===== src/rtl/paged_pc_pkg.sv =====
package paged_pc_pkg;
   typedef enum logic [1:0] {
      OP_HOLD = 2'd0,
      OP_STEP = 2'd1,
      OP_CALL = 2'd2,
      OP_RET  = 2'd3
   } pc_op_e;

   function automatic logic op_is_jump(pc_op_e op);
      return (op == OP_CALL) || (op == OP_RET);
   endfunction
endpackage


===== src/rtl/paged_pc_decode.sv =====
module paged_pc_decode
   import paged_pc_pkg::*;
(
   input  logic   squash_i,
   input  logic   adv_i,
   input  logic   call_i,
   input  logic   ret_i,
   input  logic   we_i,
   output pc_op_e op_o,
   output logic   we_o
);
   always_comb begin
      op_o = OP_HOLD;
      if (!squash_i) begin
         if (call_i)      op_o = OP_CALL;
         else if (ret_i)  op_o = OP_RET;
         else if (adv_i)  op_o = OP_STEP;
      end
   end

   assign we_o = we_i && !squash_i;
endmodule


===== src/rtl/paged_pc_page.sv =====
module paged_pc_page #(
   parameter int unsigned REG_W    = 5,
   parameter int unsigned SEL_LSB  = 3,
   parameter int unsigned SEL_W    = 2
) (
   input  logic             clk,
   input  logic             rst_n,
   input  logic             we_i,
   input  logic [REG_W-1:0] wd_i,
   output logic [REG_W-1:0] val_o,
   output logic [SEL_W-1:0] sel_o
);
   localparam int unsigned SEL_MSB = SEL_LSB + SEL_W - 1;

   if (SEL_MSB >= REG_W) begin : g_bad_sel
      $error("page select field exceeds page register");
   end

   logic [REG_W-1:0] val_q;

   always_ff @(posedge clk or negedge rst_n) begin
      if (!rst_n)    val_q <= '0;
      else if (we_i) val_q <= wd_i;
   end

   assign val_o = val_q;
   assign sel_o = val_q[SEL_MSB:SEL_LSB];
endmodule


===== src/rtl/paged_pc_stack.sv =====
module paged_pc_stack #(
   parameter int unsigned DW    = 13,
   parameter int unsigned DEPTH = 8
) (
   input  logic          clk,
   input  logic          rst_n,
   input  logic          push_i,
   input  logic          pop_i,
   input  logic [DW-1:0] push_d_i,
   output logic [DW-1:0] top_o
);
   localparam int unsigned PTR_W = (DEPTH > 1) ? $clog2(DEPTH) : 1;

   if (DEPTH < 1 || (DEPTH & (DEPTH - 1)) != 0) begin : g_bad_depth
      $error("stack depth must be a power of two");
   end

   logic [DW-1:0] slot_q [DEPTH];

   if (DEPTH == 1) begin : g_single
      always_ff @(posedge clk or negedge rst_n) begin
         if (!rst_n)      slot_q[0] <= '0;
         else if (push_i) slot_q[0] <= push_d_i;
      end
      assign top_o = slot_q[0];
   end else begin : g_ring
      logic [PTR_W-1:0] wr_q;
      logic [PTR_W-1:0] rd_idx;

      assign rd_idx = wr_q - 1'b1;

      always_ff @(posedge clk or negedge rst_n) begin
         if (!rst_n) begin
            wr_q <= '0;
            for (int i = 0; i < DEPTH; i++) slot_q[i] <= '0;
         end else if (push_i) begin
            slot_q[wr_q] <= push_d_i;
            wr_q         <= wr_q + 1'b1;
         end else if (pop_i) begin
            wr_q <= rd_idx;
         end
      end

      assign top_o = slot_q[rd_idx];
   end
endmodule


===== src/rtl/paged_pc.sv =====
module paged_pc
   import paged_pc_pkg::*;
#(
   parameter int unsigned PC_W     = 13,
   parameter int unsigned LIT_W    = 11,
   parameter int unsigned PAGE_W   = 5,
   parameter int unsigned PAGE_LSB = 3,
   parameter int unsigned DEPTH    = 8
) (
   input  logic              clk,
   input  logic              rst_n,
   input  logic              adv_i,
   input  logic              call_i,
   input  logic              ret_i,
   input  logic [LIT_W-1:0]  lit_i,
   input  logic              page_we_i,
   input  logic [PAGE_W-1:0] page_wd_i,
   output logic [PC_W-1:0]   pc_o,
   output logic [PAGE_W-1:0] page_o,
   output logic              flush_o
);
   localparam int unsigned SEL_W = PC_W - LIT_W;

   if (LIT_W >= PC_W) begin : g_bad_width
      $error("literal must be narrower than the counter");
   end

   pc_op_e           op;
   logic             we_ok;
   logic [SEL_W-1:0] sel;
   logic [PC_W-1:0]  pc_q;
   logic [PC_W-1:0]  pc_inc;
   logic [PC_W-1:0]  pc_nxt;
   logic [PC_W-1:0]  top;
   logic             flush_q;

   paged_pc_decode u_dec (
      .squash_i (flush_q),
      .adv_i    (adv_i),
      .call_i   (call_i),
      .ret_i    (ret_i),
      .we_i     (page_we_i),
      .op_o     (op),
      .we_o     (we_ok)
   );

   paged_pc_page #(
      .REG_W   (PAGE_W),
      .SEL_LSB (PAGE_LSB),
      .SEL_W   (SEL_W)
   ) u_page (
      .clk   (clk),
      .rst_n (rst_n),
      .we_i  (we_ok),
      .wd_i  (page_wd_i),
      .val_o (page_o),
      .sel_o (sel)
   );

   paged_pc_stack #(
      .DW    (PC_W),
      .DEPTH (DEPTH)
   ) u_stk (
      .clk      (clk),
      .rst_n    (rst_n),
      .push_i   (op == OP_CALL),
      .pop_i    (op == OP_RET),
      .push_d_i (pc_inc),
      .top_o    (top)
   );

   assign pc_inc = pc_q + 1'b1;

   always_comb begin
      unique case (op)
         OP_STEP: pc_nxt = pc_inc;
         OP_CALL: pc_nxt = {sel, lit_i};
         OP_RET:  pc_nxt = top;
         default: pc_nxt = pc_q;
      endcase
   end

   always_ff @(posedge clk or negedge rst_n) begin
      if (!rst_n) begin
         pc_q    <= '0;
         flush_q <= 1'b0;
      end else begin
         pc_q    <= pc_nxt;
         flush_q <= op_is_jump(op);
      end
   end

   assign pc_o    = pc_q;
   assign flush_o = flush_q;
endmodule


===== config.mk =====
export PLATFORM = sky130hd
export DESIGN_NAME = paged_pc
export DESIGN_NICKNAME = d
export VERILOG_FILES = /design/src/rtl/paged_pc_pkg.sv /design/src/rtl/paged_pc_decode.sv /design/src/rtl/paged_pc_page.sv /design/src/rtl/paged_pc_stack.sv /design/src/rtl/paged_pc.sv
export SDC_FILE = /design/constraint.sdc
export NUM_CORES = 1
export LEC_CHECK = 0
export BUFFER_PORTS_ARGS = -buffer_cell sky130_fd_sc_hd__clkbuf_2
export CAP_MARGIN = 20
export CELL_PAD_IN_SITES_DETAIL_PLACEMENT = 0
export CELL_PAD_IN_SITES_GLOBAL_PLACEMENT = 1
export CORE_ASPECT_RATIO = 0.75
export CORE_MARGIN = 4
export CORE_UTILIZATION = 56
export CTS_BUF_LIST = sky130_fd_sc_hd__clkbuf_8
export CTS_CLUSTER_SIZE = 16
export DETAILED_ROUTE_END_ITERATION = 16
export GPL_TIMING_DRIVEN = 0
export PLACE_DENSITY = 0.95
export SETUP_SLACK_MARGIN = 0.02
export SLEW_MARGIN = 20
export SYNTH_ARGS = -nofsm -noshare
export SYNTH_HDL_FRONTEND = slang
export SYNTH_HIERARCHICAL = 1
export SYNTH_SLANG_ARGS = --single-unit

===== constraint.sdc =====
create_clock -name clk -period 6.26 [get_ports clk]
set_input_delay 0.939 -clock clk [delete_from_list [all_inputs] [get_ports clk]]
set_output_delay 0.939 -clock clk [all_outputs]
set_load 0.1 [all_outputs]

* Word-level counts from Yosys, hierarchy flattened
Index checks and enable logic that the tools add are counted.
W data, S select, Z words.
** Word-level totals
- Latch bits :: 0
- ROM bits :: 0
- Input port bits :: 22
- Flip-flop bits (word level) :: 126
- Bits in writable memories :: 0
- Memories kept :: 0
- Word-level logic and storage cells :: 42
** Cells by class
- Div/mod/pow operators :: 0
- Add/sub/neg operators :: 3
- Equal/unequal tests :: 3
- Shift operators :: 0
- Reductions and logical operators :: 6
- Muxes and demuxes :: 13
- Bitwise operators :: 2
- Magnitude comparators :: 3
- Multiply operators :: 0
** Operators by type and width (count)
- $bwmux W104 :: 1
- $bmux W13 S3 :: 1
- $demux W13 S3 :: 1
- $mux W13 :: 3
- $pmux W13 S3 :: 1
- $add A13 B1 Y13 const B :: 1
- $ge A4 B4 Y1 const B :: 2
- $not A3 Y4 :: 2
- $mux W2 :: 3
- $mux W3 :: 2
- $eq A2 B2 Y1 const B :: 2
- $lt A4 B1 Y1 const B :: 1
- $add A3 B1 Y3 const B :: 1
- $reduce_bool A3 Y1 :: 1
- $sub A3 B1 Y3 const B :: 1
- $eq A2 B1 Y1 const B :: 1
- $logic_and A1 B1 Y1 :: 2
- $reduce_bool A2 Y1 :: 1
- $logic_not A1 Y1 :: 1
- $logic_or A1 B1 Y1 :: 1
- $mux W1 :: 1

* Logic depth before layout (Yosys ltp)
Gate-level depths: netlist of run 1.
- Depth after elaboration :: 7
- Mapped depth :: 11

* By module
Netlist of run 1, hierarchy kept.
** By module, submodules not included
- paged_pc_stack :: area an instance 5093.6 um2, instances 1, cells each 380
- paged_pc :: area an instance 1113.6 um2, instances 1, cells each 124
- paged_pc_page :: area an instance 196.4 um2, instances 1, cells each 12
- paged_pc_decode :: area an instance 27.5 um2, instances 1, cells each 5

* Worst setup path before layout of run 1
Ideal clock, no wire load.
- Path kind :: in2reg
- Start point :: input call_i
- End point :: register u_stk/slot_q[41] (netlist name)
- Slack :: 3.104 ns
- Path buffers :: 3
- Stages on the path :: 10
- Arrival time :: 3.031 ns
- Required time :: 6.135 ns
- Cells stage by stage :: nor2_1 > nor2_1 > clkbuf_1 > clkinv_1 > nor2_1 > buf_4 > nand2b_1 > nor3b_1 > buf_4 > mux2_2
** On the way
- Longest elaborated chain between the ends :: 3
** Ends and longest elaborated chain
- start, declared :: RTL line paged_pc.sv:13 : input logic call_i,
- $mux W2 :: RTL line paged_pc_decode.sv:15 : if (call_i) op_o = OP_CALL;
- $mux W2 :: RTL line paged_pc_decode.sv:14 : if (!squash_i) begin
- net op[1] :: RTL line paged_pc.sv:28 : pc_op_e op;
- $eq A2 B2 Y1 :: RTL line paged_pc.sv:66 : .push_i (op == OP_CALL),
- end signal, assigned by index :: RTL line paged_pc_stack.sv:37 : slot_q[wr_q] <= push_d_i;
- end, declared :: RTL line paged_pc_stack.sv:18 : logic [DW-1:0] slot_q [DEPTH];
The timed path passes the listed nets, and every way through them passes these cells.
A chain may end at the register's enable or synchronous reset.

* Worst setup path after layout of run 1
- Start point :: input call_i
- End point :: register u_stk/slot_q[102] (netlist name)
The elaborated chain is that of the path after synthesis.

==> results of run 1 <==
critical path, stage by stage:
cell,delay (ns)
clkbuf_2,0.10
nor2_1,0.05
nor2_1,0.27
clkbuf_1,0.41
clkinv_1,0.37
nor2_1,0.18
buf_4,0.18
nand2b_1,0.10
nor3_1,0.60
buf_2,0.40
mux2_2,0.37
worst min-delay path by stage:
stage / start / to / slack [ns] / depth (start not counted)
6_report: rst_n / u_stk/slot_q[64] / 0.46 / 1
3_5_place_dp: u_stk/slot_q[22] / u_stk/slot_q[22] / 0.49 / 1
4_1_cts: rst_n / u_stk/slot_q[53] / 0.45 / 1
3_3_place_gp: u_stk/slot_q[2] / u_stk/slot_q[2] / 0.49 / 1
2_1_floorplan: u_stk/slot_q[52] / u_stk/slot_q[52] / 0.48 / 1
5_1_grt: rst_n / u_stk/slot_q[64] / 0.48 / 1
logic make-up after synthesis:
kind of cell,count (synthesis),share of synthesized area
fa+ha+maj,3,0.005837
flops,126,0.4903
mux,171,0.2957
compound gates,26,0.02841
buf+inv,43,0.03444
xor+xnor,19,0.02821
simple gates,133,0.1171
through the flow:
step | std cells | setup slack (ns) | hold slack (ns) | instance area, um^2 | utilization
5_1_grt | 734 | 2.425 | 0.4756 | 7268 | 0.6568
4_1_cts | 734 | 2.684 | 0.4539 | 7268 | 0.6568
3_5_place_dp | 702 | 2.250 | 0.4923 | 6843 | 0.6184
6_report | 734 | 2.595 | 0.4584 | 7268 | 0.6568
3_3_place_gp | 701 | 2.335 | 0.4856 | 6807 | 0.6151
2_1_floorplan | 521 | 3.104 | 0.4786 | 6431 | -
cells in the mapped netlist, types with 2 or more instances:
library cell and n:
dfrtp_1 126, mux2_2 102, mux2i_1 58, nand3_1 57, buf_2 20, nand2_1 18
and4_1 14, xor2_1 13, mux2_4 10, o21ai_0 9, buf_4 7, clkbuf_1 7
nand4_1 7, nor2_1 7, nor3_1 6, nor2b_1 5, nor4_1 5, o31a_1 5
xnor2_1 4, a31oi_1 3, buf_1 3, ha_1 3, a211oi_1 2, inv_2 2
nand2b_1 2, o221ai_1 2, o41ai_1 2, or2_2 2, or3_1 2, or4_1 2
final cells by class:
| type | count | area (um^2) | area share |
|---|---|---|---|
| Tap cell | 140 | 175.2 | 0.02410 |
| Multi-Input combinational cell | 352 | 3057 | 0.4206 |
| Buffer | 39 | 206.4 | 0.02840 |
| Clock buffer | 19 | 261.5 | 0.03598 |
| Inverter | 4 | 15.01 | 0.002066 |
| Clock inverter | 13 | 163.9 | 0.02255 |
| Timing Repair Buffer | 41 | 236.5 | 0.03254 |
| Sequential cell | 126 | 3153 | 0.4338 |
registers in the layout, summed over array words and instances, names as in the netlist:
signal and flops:
u_stk/slot_q 104, u_page/val_o 5, u_stk/g_ring.wr_q 3, pc_o 13, flush_o 1
per-layer routing:
layer  global-route usage  up-vias
met5                    0        -
met4              0.07667        0
met3              0.05539       17
met2               0.3489      148
met1               0.3555     2244
li1                     -     2021
==> flow_summary.json, run 1 <==
{
  "hold_class": "input pin to asynchronous set/reset pin",
  "place.gp.congestion": 0.8823,
  "setup_viol": 0,
  "worstSetupPathType": "input pin to register",
  "wl_met3_um": 860,
  "holdBufCountCts": 0,
  "dp_hpwl_mm": 10.56,
  "initial_core_util": 0.5812,
  "vias": 4430,
  "final_cell_mix": "126 x dfrtp_1, 102 x mux2_2, 58 x mux2i_1",
  "synth_nets": 546,
  "fin_skew_ns": 0.01134,
  "io_buffers": 40,
  "routed.top_layer": "met4",
  "r2r_slack_ns": 2.80,
  "synth_enable_flop_cells": 0,
  "clockBufferDepth": 2,
  "finalCritPeriodShare": 0.5854,
  "syn-cell-area_um2": 6431,
  "avgSynthCellArea_um2": 12.34,
  "arrival_ns": 3.99,
  "io_pins": 41,
  "end_kind": "register",
  "yosysWarningCount": 6,
  "critPathLaunch": "call_i",
  "nNetsFinal": 606,
  "cts_resized": 0,
  "drt-initial-drc-count": 380,
  "wire_per_inst_um": 20.19,
  "synth_area_leaders": "dfrtp_1 49%, mux2_2 18%, mux2i_1 9.0%, nand3_1 4.4%, mux2_4 2.3%",
  "fmax_mhz": 272.9,
  "async_flop_share": 1.000,
  "numCtsBuffers": 17,
  "grt_overflow": 0,
  "cts.reportedPaths.clkPinSlew_ns": 0.07,
  "synth.top_cell.area_share": 0.4903,
  "drive_gt1_frac": 0.3805,
  "hold_viol_final": 0,
  "fin_setup_tns_ns": 0,
  "grt_pass1_vias": 4444,
  "r2r_cells": 9,
  "grt_use_total": 0.2387,
  "synthCells": 521,
  "antenna_found_initial": 0,
  "synth-seq-cells": 126,
  "slew_violations": 0,
  "ys.flop_type": "dfrtp_1",
  "tightest_slew_ns": 0.8188,
  "cts-root-buf": "clkbuf_8",
  "fin_crit_ns": 3.665,
  "n_antenna_cell": 0,
  "core-area_um2": 11070,
  "via_per_inst": 6.035,
  "cts.sinks": 126,
  "ys_seq_area_frac": 0.4903,
  "ys_types": 46,
  "worstPathRequired_ns": 6.58,
  "clk_latency_ns": 0.44,
  "layout_commonest_cell": "dfrtp_1",
  "firstDrtPassIters": 5,
  "grt_max_degree": 72,
  "drcViolationCount": 0,
  "cts_tree": "built",
  "wl_met2_mm": 6.450,
  "nFillCells": 821,
  "rr_startpoint": "flush_o",
  "crit_path_max_fanout": 10,
  "ctsHtreeMaxLevel": 4,
  "r2r_end": "u_stk/slot_q[102]",
  "cp-start-kind": "input pin",
  "drv_cap": 0,
  "routed_wl_mm": 14.82,
  "die-area_um2": 13280,
  "synth_top_area_cell": "dfrtp_1",
  "areaGrowthSynthToFinish_pct": 13.02,
  "die_w_um": 131.7,
  "relSlewSlack": 0.4502,
  "grt_pass1_wl_mm": 24.41,
  "die_y_um": 100.8,
  "endpoint": "u_stk/slot_q[102]",
  "rows": 33,
  "cts_setup_buffers": 0,
  "status": "finished, final reports clean",
  "drtAntennaViolNets": 0,
  "rsz0062_at_grt": "false",
  "wl_met1_mm": 7.339
}
Power of run 1 is left out: the tool's default activity adds up to more than one toggle a clock period on the data nets, which glitch-free logic cannot reach.
==> run 2, diff against run 1 <==
--- a/config.mk
+++ b/config.mk
@@ -11,12 +11,12 @@
 export CELL_PAD_IN_SITES_GLOBAL_PLACEMENT = 1
 export CORE_ASPECT_RATIO = 0.75
 export CORE_MARGIN = 4
-export CORE_UTILIZATION = 56
+export CORE_UTILIZATION = 52
 export CTS_BUF_LIST = sky130_fd_sc_hd__clkbuf_8
 export CTS_CLUSTER_SIZE = 16
 export DETAILED_ROUTE_END_ITERATION = 16
 export GPL_TIMING_DRIVEN = 0
-export PLACE_DENSITY = 0.95
+export PLACE_DENSITY = 0.93
 export SETUP_SLACK_MARGIN = 0.02
 export SLEW_MARGIN = 20
 export SYNTH_ARGS = -nofsm -noshare
==> constraint.sdc (replaced) <==
create_clock -name clk -period 3.4 [get_ports clk]
set_input_delay 0.51 -clock clk [delete_from_list [all_inputs] [get_ports clk]]
set_output_delay 0.51 -clock clk [all_outputs]
set_load 0.1 [all_outputs]
==> flow_summary.json, run 2 (same netlist as run 1, synthesis figures left out) <==
{
  "core-area_um2": 11830,
  "crit_path_max_fanout": 10,
  "numCtsBuffers": 17,
  "io_buffers": 40,
  "die_y_um": 104.3,
  "worstSetupPathType": "register to register",
  "status": "finished, final reports clean",
  "grt_max_degree": 86,
  "fmax_mhz": 314.9,
  "cp-start-kind": "register",
  "fin_util": 0.6152,
  "cts.sinks": 126,
  "cpMostUsedCell": "buf_2",
  "setup_viol": 0,
  "cts_tree": "built",
  "rows": 34,
  "grt_pass1_wl_mm": 24.79,
  "largest_reg_flops": 104,
  "tightest_slew_ns": 0.8527,
  "finalCritPeriodShare": 0.9340,
  "n_antenna_cell": 0,
  "die_w_um": 136.4,
  "vias": 4468,
  "drtAntennaViolNets": 0,
  "place.gp.congestion": 0.8871,
  "antenna_found_initial": 0,
  "drcViolationCount": 0,
  "cts_setup_buffers": 0,
  "ctsHtreeMaxLevel": 4,
  "path_cells": "inv_2 -> clkbuf_1 -> ha_1 -> buf_2 -> buf_2 -> mux2i_1 -> nand3_1 -> and4_1 -> mux4_2",
  "arrival_ns": 3.49,
  "layout_commonest_cell": "dfrtp_1",
  "cp_slowest_stage_delay_ns": 0.47,
  "via_per_inst": 5.902,
  "relSlewSlack": 0.4275,
  "clk_latency_ns": 0.44,
  "fin_crit_ns": 3.175,
  "grt_overflow": 0,
  "r2r_slack_ns": 0.22,
  "hold_viol_final": 0,
  "io_pins": 41,
  "drive_gt1_frac": 0.3899,
  "grt_pass1_vias": 4463,
  "clockBufferDepth": 2,
  "fin_skew_ns": 0.01703,
  "worstPathRequired_ns": 3.71,
  "nNetsFinal": 607,
  "firstDrtPassIters": 5,
  "final_cell_mix": "126 x dfrtp_1, 102 x mux2_2, 58 x mux2i_1",
  "routed_wl_mm": 15.30,
  "hold_class": "input pin to register",
  "grt_use_total": 0.2264,
  "slew_violations": 0,
  "placedCellCount": 724,
  "initial_core_util": 0.5438,
  "cts.reportedPaths.clkPinSlew_ns": 0.08,
  "slowest_stage": "mux4_2",
  "end_kind": "register",
  "drt-initial-drc-count": 323,
  "wire_per_inst_um": 20.21,
  "layout.cells.non_filler": 757,
  "die-area_um2": 14230,
  "areaGrowthSynthToFinish_pct": 13.13,
  "dp_hpwl_mm": 11.13,
  "cts-root-buf": "clkbuf_8",
  "rsz0062_at_grt": "false",
  "nFillCells": 983,
  "largest_register": "u_stk/slot_q",
  "drv_cap": 0
}
[run 2: cell types whose count changed in the layout (fill, tap and decap cells not counted), moves of 3 or more]
cell / before / now
nor3_2: 1 / 4
clkinv_4: 2 / 5
nor3_1: 6 / 3
clkinvlp_4: 5 / 2
inv_6: 1 / 4
[run 2: worst paths after layout]
path	start	end	cells after the start
min	page_wd_i[2]	u_page/val_o[2]	2
max in group asynchronous	rst_n	u_stk/slot_q[82]	3
min in group asynchronous	rst_n	pc_o[0]	2
min reg2reg	u_page/val_o[1]	u_page/val_o[1]	1
max	u_stk/g_ring.wr_q[0]	pc_o[1]	9
max reg2reg	u_stk/g_ring.wr_q[0]	pc_o[1]	9
[run 2: layout make-up]
class | instances | area, um^2 | share of cell area
sequential | 126 | 3153 | 0.4334
timing repair buffer | 42 | 246.5 | 0.03388
tap | 162 | 202.7 | 0.02786
multi-input combinational | 352 | 3077 | 0.4229
buffer | 39 | 207.7 | 0.02855
clock inverter | 15 | 136.4 | 0.01874
inverter | 4 | 18.77 | 0.002580
clock buffer | 17 | 234.0 | 0.03216
[run 2: what timing repair did]
item,4_1_cts,5_1_grt
gates resized for setup,1,6
hold buffers,1,0
hold endpoints to repair,36,0
pin swaps,0,0
endpoints found under the setup margin,23,46
[run 2: worst max-delay path, delay by kind of cell, from the launching register on]
kind / cells / cell delay (ns)
flops: 1 / 0.45
mux: 2 / 0.84
simple gates: 2 / 0.36
buf+inv: 4 / 1.19
fa+ha+maj: 1 / 0.21
[run 2: per-stage QoR]
stage | setup slack [ns] | instance area (um^2) | hold WS, ns | setup TNS [ns]
6_report | 0.2246 | 7276 | 0.3191 | 0
5_1_grt | 0.06683 | 7276 | 0.2912 | 0
3_5_place_dp | -0.2554 | 6870 | 0.4605 | -7.995
4_1_cts | -0.01510 | 7256 | 0.2892 | -0.07841
2_1_floorplan | 0.2935 | 6431 | 0.2144 | 0
3_3_place_gp | -0.1726 | 6834 | 0.4858 | -5.560
[run 2: per-layer routing]
metal,share of wire,up-vias,global-route usage
met5,0,-,0
met3,0.079,7,0.06383
met2,0.44,165,0.3223
met1,0.48,2270,0.3447
li1,-,2026,-
met4,0.0039,0,0.04748
Power of run 2 is left out for the same reason.
==> run 3, diff against run 2 <==
--- a/config.mk
+++ b/config.mk
@@ -5,18 +5,19 @@
 export SDC_FILE = /design/constraint.sdc
 export NUM_CORES = 1
 export LEC_CHECK = 0
+export ABC_AREA = 1
 export BUFFER_PORTS_ARGS = -buffer_cell sky130_fd_sc_hd__clkbuf_2
-export CAP_MARGIN = 20
+export CAP_MARGIN = 10
 export CELL_PAD_IN_SITES_DETAIL_PLACEMENT = 0
 export CELL_PAD_IN_SITES_GLOBAL_PLACEMENT = 1
 export CORE_ASPECT_RATIO = 0.75
 export CORE_MARGIN = 4
-export CORE_UTILIZATION = 52
+export CORE_UTILIZATION = 46
 export CTS_BUF_LIST = sky130_fd_sc_hd__clkbuf_8
 export CTS_CLUSTER_SIZE = 16
 export DETAILED_ROUTE_END_ITERATION = 16
 export GPL_TIMING_DRIVEN = 0
-export PLACE_DENSITY = 0.93
+export PLACE_DENSITY = 0.92
 export SETUP_SLACK_MARGIN = 0.02
 export SLEW_MARGIN = 20
 export SYNTH_ARGS = -nofsm -noshare
==> flow_summary.json, run 3 <==
{
  "slew_violations": 0,
  "yosysWarningCount": 6,
  "largest_register": "u_stk/slot_q",
  "cp-start-kind": "register",
  "via_per_inst": 4.984,
  "cts-root-buf": "clkbuf_8",
  "clkPwrFrac": 0.170,
  "initial_core_util": 0.4772,
  "antenna_found_initial": 0,
  "synth-seq-cells": 126,
  "arrival_ns": 3.22,
  "drtAntennaViolNets": 0,
  "placed_area_um2": 7152,
  "syn-cell-area_um2": 6671,
  "status": "finished, final reports clean",
  "worstPathRequired_ns": 3.76,
  "place_ws_ns": 0.5196,
  "tightest_slew_ns": 0.6541,
  "largest_reg_flops": 104,
  "ys_types": 32,
  "cts.sinks": 126,
  "fin_setup_tns_ns": 0,
  "finalCritPeriodShare": 0.8395,
  "path_cells": "buf_4 -> inv_2 -> buf_2 -> ha_1 -> buf_2 -> buf_1 -> nand3_1 -> nand2_1 -> nand2_1 -> nand2_1 -> nand2_1 -> nand2_1 -> inv_1 -> a22oi_1",
  "final_cell_area_um2": 7571,
  "power_frac_seq": 0.312,
  "avgSynthCellArea_um2": 7.228,
  "synth.top_cell.area_share": 0.4726,
  "io_buffers": 40,
  "fin_crit_ns": 2.854,
  "io_pins": 41,
  "crit_path_max_fanout": 10,
  "hold_viol_final": 0,
  "drt-initial-drc-count": 475,
  "ys.flop_type": "dfrtp_1",
  "r2r_end": "pc_o[8]",
  "grt_max_degree": 80,
  "drv_cap": 0,
  "synth_nets": 948,
  "worstSetupPathType": "register to register",
  "critPathLaunch": "u_stk/g_ring.wr_q[0]",
  "p_int_mw": 4.131,
  "async_flop_share": 1.000,
  "rsz0062_at_grt": "false",
  "cts_tree": "built",
  "ys_seq_area_frac": 0.4726,
  "hold_class": "input pin to asynchronous set/reset pin",
  "cp_slowest_stage_delay_ns": 0.54,
  "place.gp.congestion": 0.8880,
  "fin_ws_ns": 0.5457,
  "cts_resized": 0,
  "r2r_slack_ns": 0.55,
  "holdBufCountCts": 0,
  "synth_most_common_cell": "nand2_1",
  "drive_gt1_frac": 0.1355,
  "synth_area_leaders": "dfrtp_1 47%, nand2_1 19%, inv_1 8.0%, o21ai_0 6.8%, nand3_1 5.1%",
  "synth_top_area_cell": "dfrtp_1",
  "rr_startpoint": "u_stk/g_ring.wr_q[0]",
  "die_y_um": 112.3,
  "ctsHtreeMaxLevel": 4,
  "setup_viol": 0,
  "routed_wl_mm": 17.47,
  "grt_overflow": 0,
  "cts_setup_buffers": 0,
  "nFillCells": 1450,
  "drcViolationCount": 0,
  "areaGrowthSynthToFinish_pct": 13.48,
  "numCtsBuffers": 17,
  "cp_num_cells": 14,
  "core-area_um2": 13980,
  "die_w_um": 147.1,
  "switching_share": 0.4970,
  "cpMostUsedCell": "nand2_1",
  "final_cell_mix": "344 x nand2_1, 143 x inv_1, 126 x dfrtp_1",
  "grt_pass1_vias": 5745,
  "wire_per_inst_um": 14.66,
  "crit_buf_inv": 6,
  "cts.reportedPaths.clkPinSlew_ns": 0.09,
  "slowest_stage": "buf_1",
  "r2r_cells": 14,
  "grt_use_total": 0.2256,
  "p_comb_frac": 0.519,
  "relSlewSlack": 0.5640,
  "n_antenna_cell": 0,
  "fin_skew_ns": 0.01481,
  "synth_enable_flop_cells": 0,
  "nNetsFinal": 1008,
  "clk_latency_ns": 0.44,
  "layout_commonest_cell": "nand2_1",
  "rows": 37,
  "p_switching_mw": 4.082,
  "endpoint": "pc_o[8]",
  "grt_pass1_wl_mm": 29.85,
  "die-area_um2": 16510,
  "fin_util": 0.5415,
  "clockBufferDepth": 2,
  "synthCells": 923,
  "p_leak_nw": 4.109,
  "end_kind": "register",
  "vdd_drop_max_mv": 0.3852,
  "vias": 5936,
  "power-per-cell-area_nw_per_um2": 1085,
  "synthTopCellsByCount": "344 x nand2_1, 142 x inv_1, 126 x dfrtp_1, 90 x o21ai_0, 68 x nand3_1",
  "dp_hpwl_mm": 13.25,
  "firstDrtPassIters": 7,
  "fmax_mhz": 350.4,
  "crit_family": "buffers and inverters"
}
## run 3: changes by cell type after synthesis, moves of 16 or more
cell,before,now
mux2i_1,58,0
inv_1,1,142
o21ai_1,0,24
nor2_1,7,23
nand2_1,18,344
mux2_2,102,0
o21ai_0,9,90
## run 3: cells by family (layout without fill, tap and decap cells)
kind of cell	count (synthesis)	in the layout	synth area share
simple gates	466	466	0.2907
buf+inv	192	265	0.1193
xor+xnor	5	5	0.009941
flops	126	126	0.4726
fa+ha+maj	3	3	0.005627
compound gates	131	131	0.1018
## run 3: per-layer routing
layer,share of wire,global-route usage,up-vias
li1,-,-,2946
met1,0.52,0.3505,2813
met2,0.41,0.3258,166
met3,0.068,0.04358,11
met4,0.0072,0.05090,0
met5,0,0,-
## run 3: layout make-up
type | count | area [um^2] | area share
clock inverter | 15 | 185.2 | 0.02446
tap | 195 | 244.0 | 0.03223
buffer | 43 | 236.5 | 0.03123
timing repair buffer | 41 | 236.5 | 0.03123
multi-input combinational | 605 | 2723 | 0.3596
inverter | 149 | 559.3 | 0.07387
clock buffer | 17 | 234.0 | 0.03090
sequential | 126 | 3153 | 0.4165
## run 3: through the flow
stage                     hold WS [ns]  instances  total power, mW
after floorplan                 0.2144        923            5.678
after global placement          0.4578       1158            6.747
after detailed placement        0.4635       1159            6.826
after CTS                     0.005332       1191            8.250
after global routing          0.007425       1191            9.019
final                         0.003703       1191            8.213
## run 3: worst min-delay path by stage
stage and endpoint:
2_1_floorplan flush_o, 3_3_place_gp u_page/val_o[1], 3_5_place_dp u_page/val_o[1], 4_1_cts u_page/val_o[0], 5_1_grt u_page/val_o[0], 6_report u_page/val_o[0]
## run 3: power groups by stage
stage	Sequential [mW]	Clock [mW]	Combinational, mW
2_1_floorplan	2.99	0	2.68
3_3_place_gp	2.56	0	4.19
3_5_place_dp	2.58	0	4.25
4_1_cts	2.55	1.42	4.28
5_1_grt	2.66	1.51	4.85
6_report	2.56	1.40	4.26
(Power assumes the default switching activity.)
